File: src/rtl/bus_seq_pkg.sv
package bus_seq_pkg;
  localparam logic [2:0] CYC_FETCH = 3'd0;
  localparam logic [2:0] CYC_MRD   = 3'd1;
  localparam logic [2:0] CYC_MWR   = 3'd2;
  localparam logic [2:0] CYC_IORD  = 3'd3;
  localparam logic [2:0] CYC_IOWR  = 3'd4;

  typedef enum logic [2:0] {
    TS_IDLE, TS_T1, TS_T2, TS_T3, TS_T4, TS_XTRA
  } tstate_e;

  function automatic logic cyc_is_wr(input logic [2:0] t);
    return (t == CYC_MWR) || (t == CYC_IOWR);
  endfunction

  function automatic logic cyc_is_io(input logic [2:0] t);
    return (t == CYC_IORD) || (t == CYC_IOWR);
  endfunction

  // unused codes fall back to memory read
  function automatic logic cyc_is_rd(input logic [2:0] t);
    return !cyc_is_wr(t);
  endfunction
endpackage

File: src/rtl/bus_tstate_fsm.sv
module bus_tstate_fsm import bus_seq_pkg::*; #(
  parameter int NCYC_MAX = 5,
  parameter int XW       = 2
) (
  input  logic          clk_i,
  input  logic          rst_ni,
  input  logic          req_i,
  input  logic          last_i,
  input  logic [XW-1:0] extra_i,
  input  logic          fetch_i,
  output tstate_e       st_o,
  output logic          load_o,
  output logic          first_o,
  output logic          done_o
);
  localparam int CW = $clog2(NCYC_MAX + 1);

  tstate_e       st_q, st_d;
  logic [CW-1:0] idx_q;
  logic [XW-1:0] xcnt_q;
  logic          last_q, in_instr_q;
  logic          end_t;

  assign end_t   = (st_q == TS_T3 && !fetch_i) || st_q == TS_T4;
  assign load_o  = req_i && (st_q == TS_IDLE || (end_t && !last_q));
  assign first_o = !in_instr_q;
  assign done_o  = (end_t && last_q && xcnt_q == '0) ||
                   (st_q == TS_XTRA && xcnt_q == XW'(1));
  assign st_o    = st_q;

  always_comb begin
    st_d = st_q;
    unique case (st_q)
      TS_IDLE: if (load_o) st_d = TS_T1;
      TS_T1:   st_d = TS_T2;
      TS_T2:   st_d = TS_T3;
      TS_T3:   st_d = fetch_i ? TS_T4 : TS_IDLE;
      TS_T4:   st_d = TS_IDLE;
      TS_XTRA: if (xcnt_q == XW'(1)) st_d = TS_IDLE;
      default: st_d = TS_IDLE;
    endcase
    if (end_t) begin
      if (last_q)      st_d = (xcnt_q != '0) ? TS_XTRA : TS_IDLE;
      else if (load_o) st_d = TS_T1;
      else             st_d = TS_IDLE;
    end
  end

  // T-states begin on the falling clock edge
  always_ff @(negedge clk_i or negedge rst_ni) begin
    if (!rst_ni) begin
      st_q       <= TS_IDLE;
      idx_q      <= '0;
      xcnt_q     <= '0;
      last_q     <= 1'b0;
      in_instr_q <= 1'b0;
    end else begin
      st_q <= st_d;
      if (load_o) begin
        in_instr_q <= 1'b1;
        idx_q      <= idx_q + CW'(1);
        last_q     <= last_i || (idx_q == CW'(NCYC_MAX - 1));
        xcnt_q     <= extra_i;
      end else if (end_t && last_q) begin
        in_instr_q <= 1'b0;
        idx_q      <= '0;
      end else if (st_q == TS_XTRA) begin
        xcnt_q <= xcnt_q - XW'(1);
      end
    end
  end

  AST_T_ORDER: assert property (@(negedge clk_i) disable iff (!rst_ni)
    st_q == TS_T2 |-> $past(st_q) == TS_T1);
  AST_FETCH_T4: assert property (@(negedge clk_i) disable iff (!rst_ni)
    st_q == TS_T4 |-> fetch_i && $past(st_q) == TS_T3);
  AST_NCYC_CAP: assert property (@(negedge clk_i) disable iff (!rst_ni)
    idx_q <= CW'(NCYC_MAX));
  AST_DONE_PULSE: assert property (@(negedge clk_i) disable iff (!rst_ni)
    done_o |=> !done_o);
endmodule

File: src/rtl/bus_cyc_latch.sv
module bus_cyc_latch import bus_seq_pkg::*; #(
  parameter int AW = 16,
  parameter int DW = 8
) (
  input  logic          clk_i,
  input  logic          rst_ni,
  input  logic          load_i,
  input  logic          first_i,
  input  logic [2:0]    type_i,
  input  logic [AW-1:0] addr_i,
  input  logic [DW-1:0] wdata_i,
  input  logic          cap_i,
  input  logic [DW-1:0] rdata_bus_i,
  output logic [2:0]    typ_o,
  output logic [AW-1:0] addr_o,
  output logic [DW-1:0] wdata_o,
  output logic [DW-1:0] rdata_o
);
  always_ff @(negedge clk_i or negedge rst_ni) begin
    if (!rst_ni) begin
      typ_o   <= CYC_FETCH;
      addr_o  <= '0;
      wdata_o <= '0;
      rdata_o <= '0;
    end else begin
      if (load_i) begin
        typ_o   <= first_i ? CYC_FETCH : type_i;
        addr_o  <= addr_i;
        wdata_o <= wdata_i;
      end
      if (cap_i) rdata_o <= rdata_bus_i;
    end
  end

  AST_FIRST_FETCH: assert property (@(negedge clk_i) disable iff (!rst_ni)
    load_i && first_i |=> typ_o == CYC_FETCH);
endmodule

File: src/rtl/bus_strobe_dec.sv
module bus_strobe_dec import bus_seq_pkg::*; #(
  parameter int AW = 16,
  parameter int DW = 8
) (
  input  logic          clk_i,
  input  logic          rst_ni,
  input  tstate_e       st_i,
  input  logic [2:0]    typ_i,
  input  logic [AW-1:0] addr_i,
  input  logic [DW-1:0] wdata_i,
  output logic [AW-1:0] addr_o,
  output logic [DW-1:0] wdata_o,
  output logic          rd_o,
  output logic          wr_o,
  output logic          io_o,
  output logic          cap_o
);
  logic bus_act;

  assign bus_act = st_i == TS_T1 || st_i == TS_T2 || st_i == TS_T3;
  assign addr_o  = bus_act ? addr_i : '0;
  assign rd_o    = st_i == TS_T2 && cyc_is_rd(typ_i);
  assign wr_o    = st_i == TS_T2 && cyc_is_wr(typ_i);
  assign wdata_o = wr_o ? wdata_i : '0;
  assign io_o    = bus_act && cyc_is_io(typ_i);
  assign cap_o   = st_i == TS_T3 && cyc_is_rd(typ_i);

  AST_STROBE_EXCL: assert property (@(negedge clk_i) disable iff (!rst_ni)
    !(rd_o && wr_o));
  AST_STROBE_T2: assert property (@(negedge clk_i) disable iff (!rst_ni)
    (rd_o || wr_o) |=> !rd_o && !wr_o);
endmodule

File: src/rtl/bus_cyc_seq.sv
module bus_cyc_seq import bus_seq_pkg::*; #(
  parameter int AW       = 16,
  parameter int DW       = 8,
  parameter int XW       = 2,
  parameter int NCYC_MAX = 5
) (
  input  logic          clk_i,
  input  logic          rst_ni,
  input  logic          req_i,
  input  logic [2:0]    type_i,
  input  logic [AW-1:0] addr_i,
  input  logic [DW-1:0] wdata_i,
  input  logic          last_i,
  input  logic [XW-1:0] extra_i,
  input  logic [DW-1:0] rdata_bus_i,
  output logic [AW-1:0] addr_o,
  output logic [DW-1:0] wdata_o,
  output logic          rd_o,
  output logic          wr_o,
  output logic          io_o,
  output logic [DW-1:0] rdata_o,
  output logic          done_o
);
  tstate_e       st;
  logic          load, first, cap;
  logic [2:0]    typ;
  logic [AW-1:0] addr_q;
  logic [DW-1:0] wdata_q;

  bus_tstate_fsm #(.NCYC_MAX(NCYC_MAX), .XW(XW)) u_fsm (
    .clk_i, .rst_ni, .req_i, .last_i, .extra_i,
    .fetch_i(typ == CYC_FETCH),
    .st_o(st), .load_o(load), .first_o(first), .done_o
  );

  bus_cyc_latch #(.AW(AW), .DW(DW)) u_latch (
    .clk_i, .rst_ni, .load_i(load), .first_i(first), .type_i, .addr_i,
    .wdata_i, .cap_i(cap), .rdata_bus_i,
    .typ_o(typ), .addr_o(addr_q), .wdata_o(wdata_q), .rdata_o
  );

  bus_strobe_dec #(.AW(AW), .DW(DW)) u_dec (
    .clk_i, .rst_ni, .st_i(st), .typ_i(typ), .addr_i(addr_q),
    .wdata_i(wdata_q), .addr_o, .wdata_o, .rd_o, .wr_o, .io_o, .cap_o(cap)
  );

  AST_DONE_IDLE_BUS: assert property (@(negedge clk_i) disable iff (!rst_ni)
    done_o |-> !rd_o && !wr_o);
endmodule

File: config.mk
export PLATFORM = sky130hd
export DESIGN_NAME = bus_cyc_seq
export DESIGN_NICKNAME = d
export VERILOG_FILES = /design/src/rtl/bus_seq_pkg.sv /design/src/rtl/bus_tstate_fsm.sv /design/src/rtl/bus_cyc_latch.sv /design/src/rtl/bus_strobe_dec.sv /design/src/rtl/bus_cyc_seq.sv
export SDC_FILE = /design/constraint.sdc
export NUM_CORES = 1
export LEC_CHECK = 0
export BUFFER_PORTS_ARGS = -buffer_cell sky130_fd_sc_hd__buf_2
export CAP_MARGIN = 20
export CELL_PAD_IN_SITES_DETAIL_PLACEMENT = 1
export CELL_PAD_IN_SITES_GLOBAL_PLACEMENT = 2
export CORE_ASPECT_RATIO = 0.6
export CORE_MARGIN = 5
export CORE_UTILIZATION = 35
export DETAILED_ROUTE_END_ITERATION = 12
export PLACE_DENSITY_LB_ADDON = 0.1
export SYNTH_ARGS = -nofsm -noshare
export SYNTH_HDL_FRONTEND = slang
export SYNTH_SLANG_ARGS = --single-unit
File: constraint.sdc
create_clock -name clk_i -period 2.5 [get_ports clk_i]
set_input_delay 0.5 -clock clk_i [delete_from_list [all_inputs] [get_ports clk_i]]
set_output_delay 0.5 -clock clk_i [all_outputs]
set_load 0.01 [all_outputs]
======== Yosys cells after proc, flatten, opt, wreduce, memory -nomap -nowiden ========
Cells that the tools add are included.
word-level totals
  register bits ........................... 45
  input port bits ......................... 41
  output and inout port bits .............. 36
  word-level logic and storage cells ...... 71
operators by class
  add/sub/neg operators ................... 2
  equality and inequality tests ........... 13
  multiplexer cells ....................... 18
  reductions and logical operators ........ 29
operators by type and width
  operator                                                count
  2-to-1 mux 3 bit                                        9
  2-to-1 mux 16 bit                                       1
  one-hot mux 3 bit (5 select lines)                      1
  == test 3 x 2 -> 1 bit (second input constant)          4
  == test 3 bit (second input constant)                   4
  logical AND 1 bit                                       10
  logical OR 1 bit                                        8
  2-to-1 mux 8 bit                                        1
  logical NOT 3 bit                                       2
  2-to-1 mux 2 bit                                        3
  inequality test 3 x 2 -> 1 bit (second input constant)  2
  nonzero test 2 bit                                      3
  AND reduction 2 bit                                     2
  adder 3 x 1 -> 3 bit (second input constant)            1
  == test 3 x 1 -> 1 bit (second input constant)          1
  logical NOT 1 bit                                       3
  2-to-1 mux 1 bit                                        3
  == test 2 x 1 -> 1 bit (second input constant)          1
  logical NOT 2 bit                                       1
  inequality test 2 bit (second input constant)           1
  subtractor 2 x 1 -> 2 bit (second input constant)       1

======== Depth between registers and ports, before layout ========
  word-level depth ........................ 10
  gate-level depth with buffers ........... 6
  gate-level depth less buffers ........... 6

======== Cells and area by module ========
Synthesis repeated with hierarchy kept, for this count alone.
unflattened totals
  cell total of the unflattened synthesis .. 186
  area total of the unflattened synthesis .. 2412.3 µm²
by module, submodules not included
  module          instances  cells each  area an instance (µm²)  seq. area each (µm²)
  bus_cyc_latch   1          80          1398.8                  875.8
  bus_tstate_fsm  1          66          669.4                   250.2
  bus_strobe_dec  1          39          334.1                   0.0
  bus_cyc_seq     1          1           10.0                    0.0

==> results_tabular.tex <==
\begin{tabular}{lr}
\hline
Metric & Value \\
\hline
\multicolumn{2}{l}{\textbf{Outcome}} \\
Outcome & complete, but fails checks \\
Violated checks & setup timing \\
\multicolumn{2}{l}{\textbf{Critical path}} \\
Crit Reg-Reg Endpoint & u\_latch.addr\_o[10] \\
Startpoint of the worst register-to-register path & u\_fsm.st\_o[1] \\
Maximum net fanout on the critical path & 2 \\
Flop-to-flop setup slack & 0.51 ns \\
Category of the most critical setup path & reg2out \\
Kind of end point of the critical path & output pin \\
Startpoint type of the worst setup path & flip-flop \\
Required time of the critical path & 2.00 ns \\
Depth of the worst register-to-register path & 6 \\
Data arrival time of the critical path & 2.86 ns \\
\multicolumn{2}{l}{\textbf{Clock tree}} \\
Clk sink count & 45 \\
Maximum count of clock buffers along a single path & 2 \\
Clock Latency Late Sink & 0.31 ns \\
Clock-pin slew reported for the worst setup and hold paths after clock tree synthesis & 0.05 ns \\
CTS root buffer & clkbuf\_16 \\
H-tree lvl count & 2 \\
TritonCTS Buffers & 5 \\
CTS tree & yes \\
\multicolumn{2}{l}{\textbf{Route}} \\
ANT nets after route & 0 \\
Vias per std cell & 4.61 \\
DRC violations left & 0 \\
Wirelength, routed & 6.30 mm \\
Number of DRC markers after the initial detailed-route iteration & 51 \\
Via count of the routed design & 1,809 \\
First-pass iteration count of the detailed router & 4 \\
Mean routed wirelength per cell & 16.1 um \\
\multicolumn{2}{l}{\textbf{STA}} \\
RSZ-0062 raised after global routing & true \\
Number of pins exceeding their max-slew limit in the final report & 0 \\
Final TNS setup & -21.90 ns \\
Setup-violating endpoint count in the final report & 36 \\
Number of hold-slack violations in the final timing report & 0 \\
Final critical-path setup slack & -0.860 ns \\
Worst rel slew slack & 0.720 \\
Slew at the pin with the worst max-slew slack & 0.420 ns \\
Post-Route Skew & 0.00246 ns \\
Hold WS & 0.453 ns \\
\multicolumn{2}{l}{\textbf{Synth}} \\
Sequential cell area fraction in the yosys report & 0.467 \\
Synthesized netlist net count & 236 \\
Synthesized area per cell & 12.6 um2 \\
Number of enable-type register cells in the synthesized netlist & 0 \\
Gate count of the mapped netlist & 191 \\
Total of flip-flops plus latches after synthesis & 45 \\
Syn Std Cell Area & 2410 um2 \\
Ys Warns & 0 \\
Number of distinct library cells after synthesis & 40 \\
Async set-or-reset flop fraction in the synthesized netlist & 1.00 \\
Main synth FF type & dfrtn\_1 \\
Area share of the largest cell type after synthesis & 0.467 \\
Cell accounting for the most synthesized area & dfrtn\_1 \\
Top post-synthesis cells by area & dfrtn\_1, mux2\_4, and2\_1, mux2\_2, buf\_12 \\
\multicolumn{2}{l}{\textbf{Place}} \\
Routability congestion estimate & 0.711 \\
HPWL after detailed placement & 4.59 mm \\
Port bufs & 76 \\
Pre-CTS setup slack & -0.609 ns \\
\multicolumn{2}{l}{\textbf{Cells and area}} \\
Fraction of the core area covered by cells at the end of the flow & 0.526 \\
Area growth, synth to finish & 45.6\% \\
Most common cell after layout, fill and taps aside & buf\_2 \\
Total number of nets in the final design & 349 \\
Fraction of layout instances using a drive strength above 1 & 0.643 \\
Number of diodes added for antenna fixing & 0 \\
Most used cells in the layout excluding fill and tap cells & buf\_2, dfrtn\_1, buf\_4 \\
\multicolumn{2}{l}{\textbf{Floorplan}} \\
Placeable core region & 6680 um2 \\
Die Span Y & 74.3 um \\
IO Pins & 77 \\
Total Die Area & 8700 um2 \\
Number of cell rows & 23 \\
Starting density of the core & 0.361 \\
Die extent in x & 117 um \\
\multicolumn{2}{l}{\textbf{Job}} \\
Max Cap Viol & 0 \\
\multicolumn{2}{l}{\textbf{Hold path}} \\
Cells on Worst Hold Path & 1 \\
Worst hold-check path type & reg2reg \\
Hold Startpoint & u\_latch.rdata\_o[5] \\
Hold Crit Endpoint & u\_latch.rdata\_o[5] \\
\multicolumn{2}{l}{\textbf{Global routing}} \\
Antenna violations before repair & 1 \\
Global-route total usage across every layer & 0.150 \\
Vias in the first global route & 1,915 \\
Aggregate global routing overflow & 0 \\
Largest net degree at the start of global routing & 46 \\
First-pass GRT wire length & 9.83 mm \\
\multicolumn{2}{l}{\textbf{Pwr}} \\
Max VDD drop & 0.000522 V \\
Pwr/cell area & 1430 nW/um2 \\
LEAKAGE & 1.76 nW \\
\hline
\end{tabular}
==> worst max path at each step <==
stage                      from          to
2_1_floorplan  u_latch.typ_o[1]  wdata_o[0]
3_3_place_gp   u_latch.typ_o[2]  wdata_o[4]
3_5_place_dp   u_latch.typ_o[2]  wdata_o[2]
4_1_cts        u_latch.typ_o[2]  wdata_o[2]
5_1_grt        u_latch.typ_o[2]  wdata_o[0]
6_report       u_latch.typ_o[2]      done_o
==> per-layer routing <==
layer,wire length (um),global-route usage
met1,3060,0.215
met4,44,0.0344
met3,416,0.0504
met2,2770,0.219
met5,11,0
==> where the power goes <==
part	switching (mW)	leakage (nW)	total, mW	internal, mW
registers	0.247	0.533	1.38	1.13
clock network	0.282	0.0944	0.858	0.576
logic	1.17	1.13	2.79	1.62
==> synth_stat cells, types with 4 or more instances <==
master / instances
dfrtn_1: 45
inv_1: 10
buf_12: 4
o21ai_0: 5
nand2_1: 8
nor2_1: 6
and2_1: 25
mux2_2: 10
mux2_4: 24
nand3b_1: 5
o21a_1: 4
ha_1: 4
==> cells by family after synthesis <==
kind of cell / synth area share
simple gates: 0.146
flops: 0.467
mux: 0.209
compound gates: 0.0826
buf+inv: 0.0633
fa+ha+maj: 0.0208
xor+xnor: 0.0109
==> worst max-delay path, stage by stage, from the launching register on <==
cell     delay [ns]
dfrtn_1        0.38
buf_6          0.14
nor3_4         0.21
nor2_2         0.06
o21a_1         0.20
a22o_1         0.17
buf_2          0.13
==> what timing repair did <==
action / CTS / global route
gates cloned: 1 / 0
gates resized for setup: 22 / 12
hold buffers: 0 / 0
pin swaps: 13 / 8
setup endpoints to repair: 64 / 38
setup buffers: 2 / 6
==> sequential cells by signal (all words and copies together), names as in the netlist <==
signal and flops:
u_fsm.idx_q 3, u_latch.wdata_o 8, u_fsm.last_q 1, u_fsm.st_o 3
u_fsm.xcnt_q 2, u_latch.typ_o 3, u_latch.addr_o 16, u_latch.rdata_o 8
u_fsm.in_instr_q 1
==> metrics by stage <==
stage               instances  total power [mW]  instance area (um2)
finish                    392              5.03                 3510
global route              392              5.37                 3510
detailed placement        376              3.93                 3110
global placement          376              3.90                 3110
CTS                       387              4.96                 3420
floorplan                 191              3.11                 2480
==> cell type report <==
type | instances | area (um2)
clock buffer | 5 | 125
clock inverter | 3 | 68.8
fill | 716 | 3170
inverter | 10 | 37.5
multi-input combinational | 127 | 1260
sequential | 45 | 1130
tap | 87 | 109
timing repair buffer | 115 | 782
No activity file was read; power rests on OpenSTA's default activity.
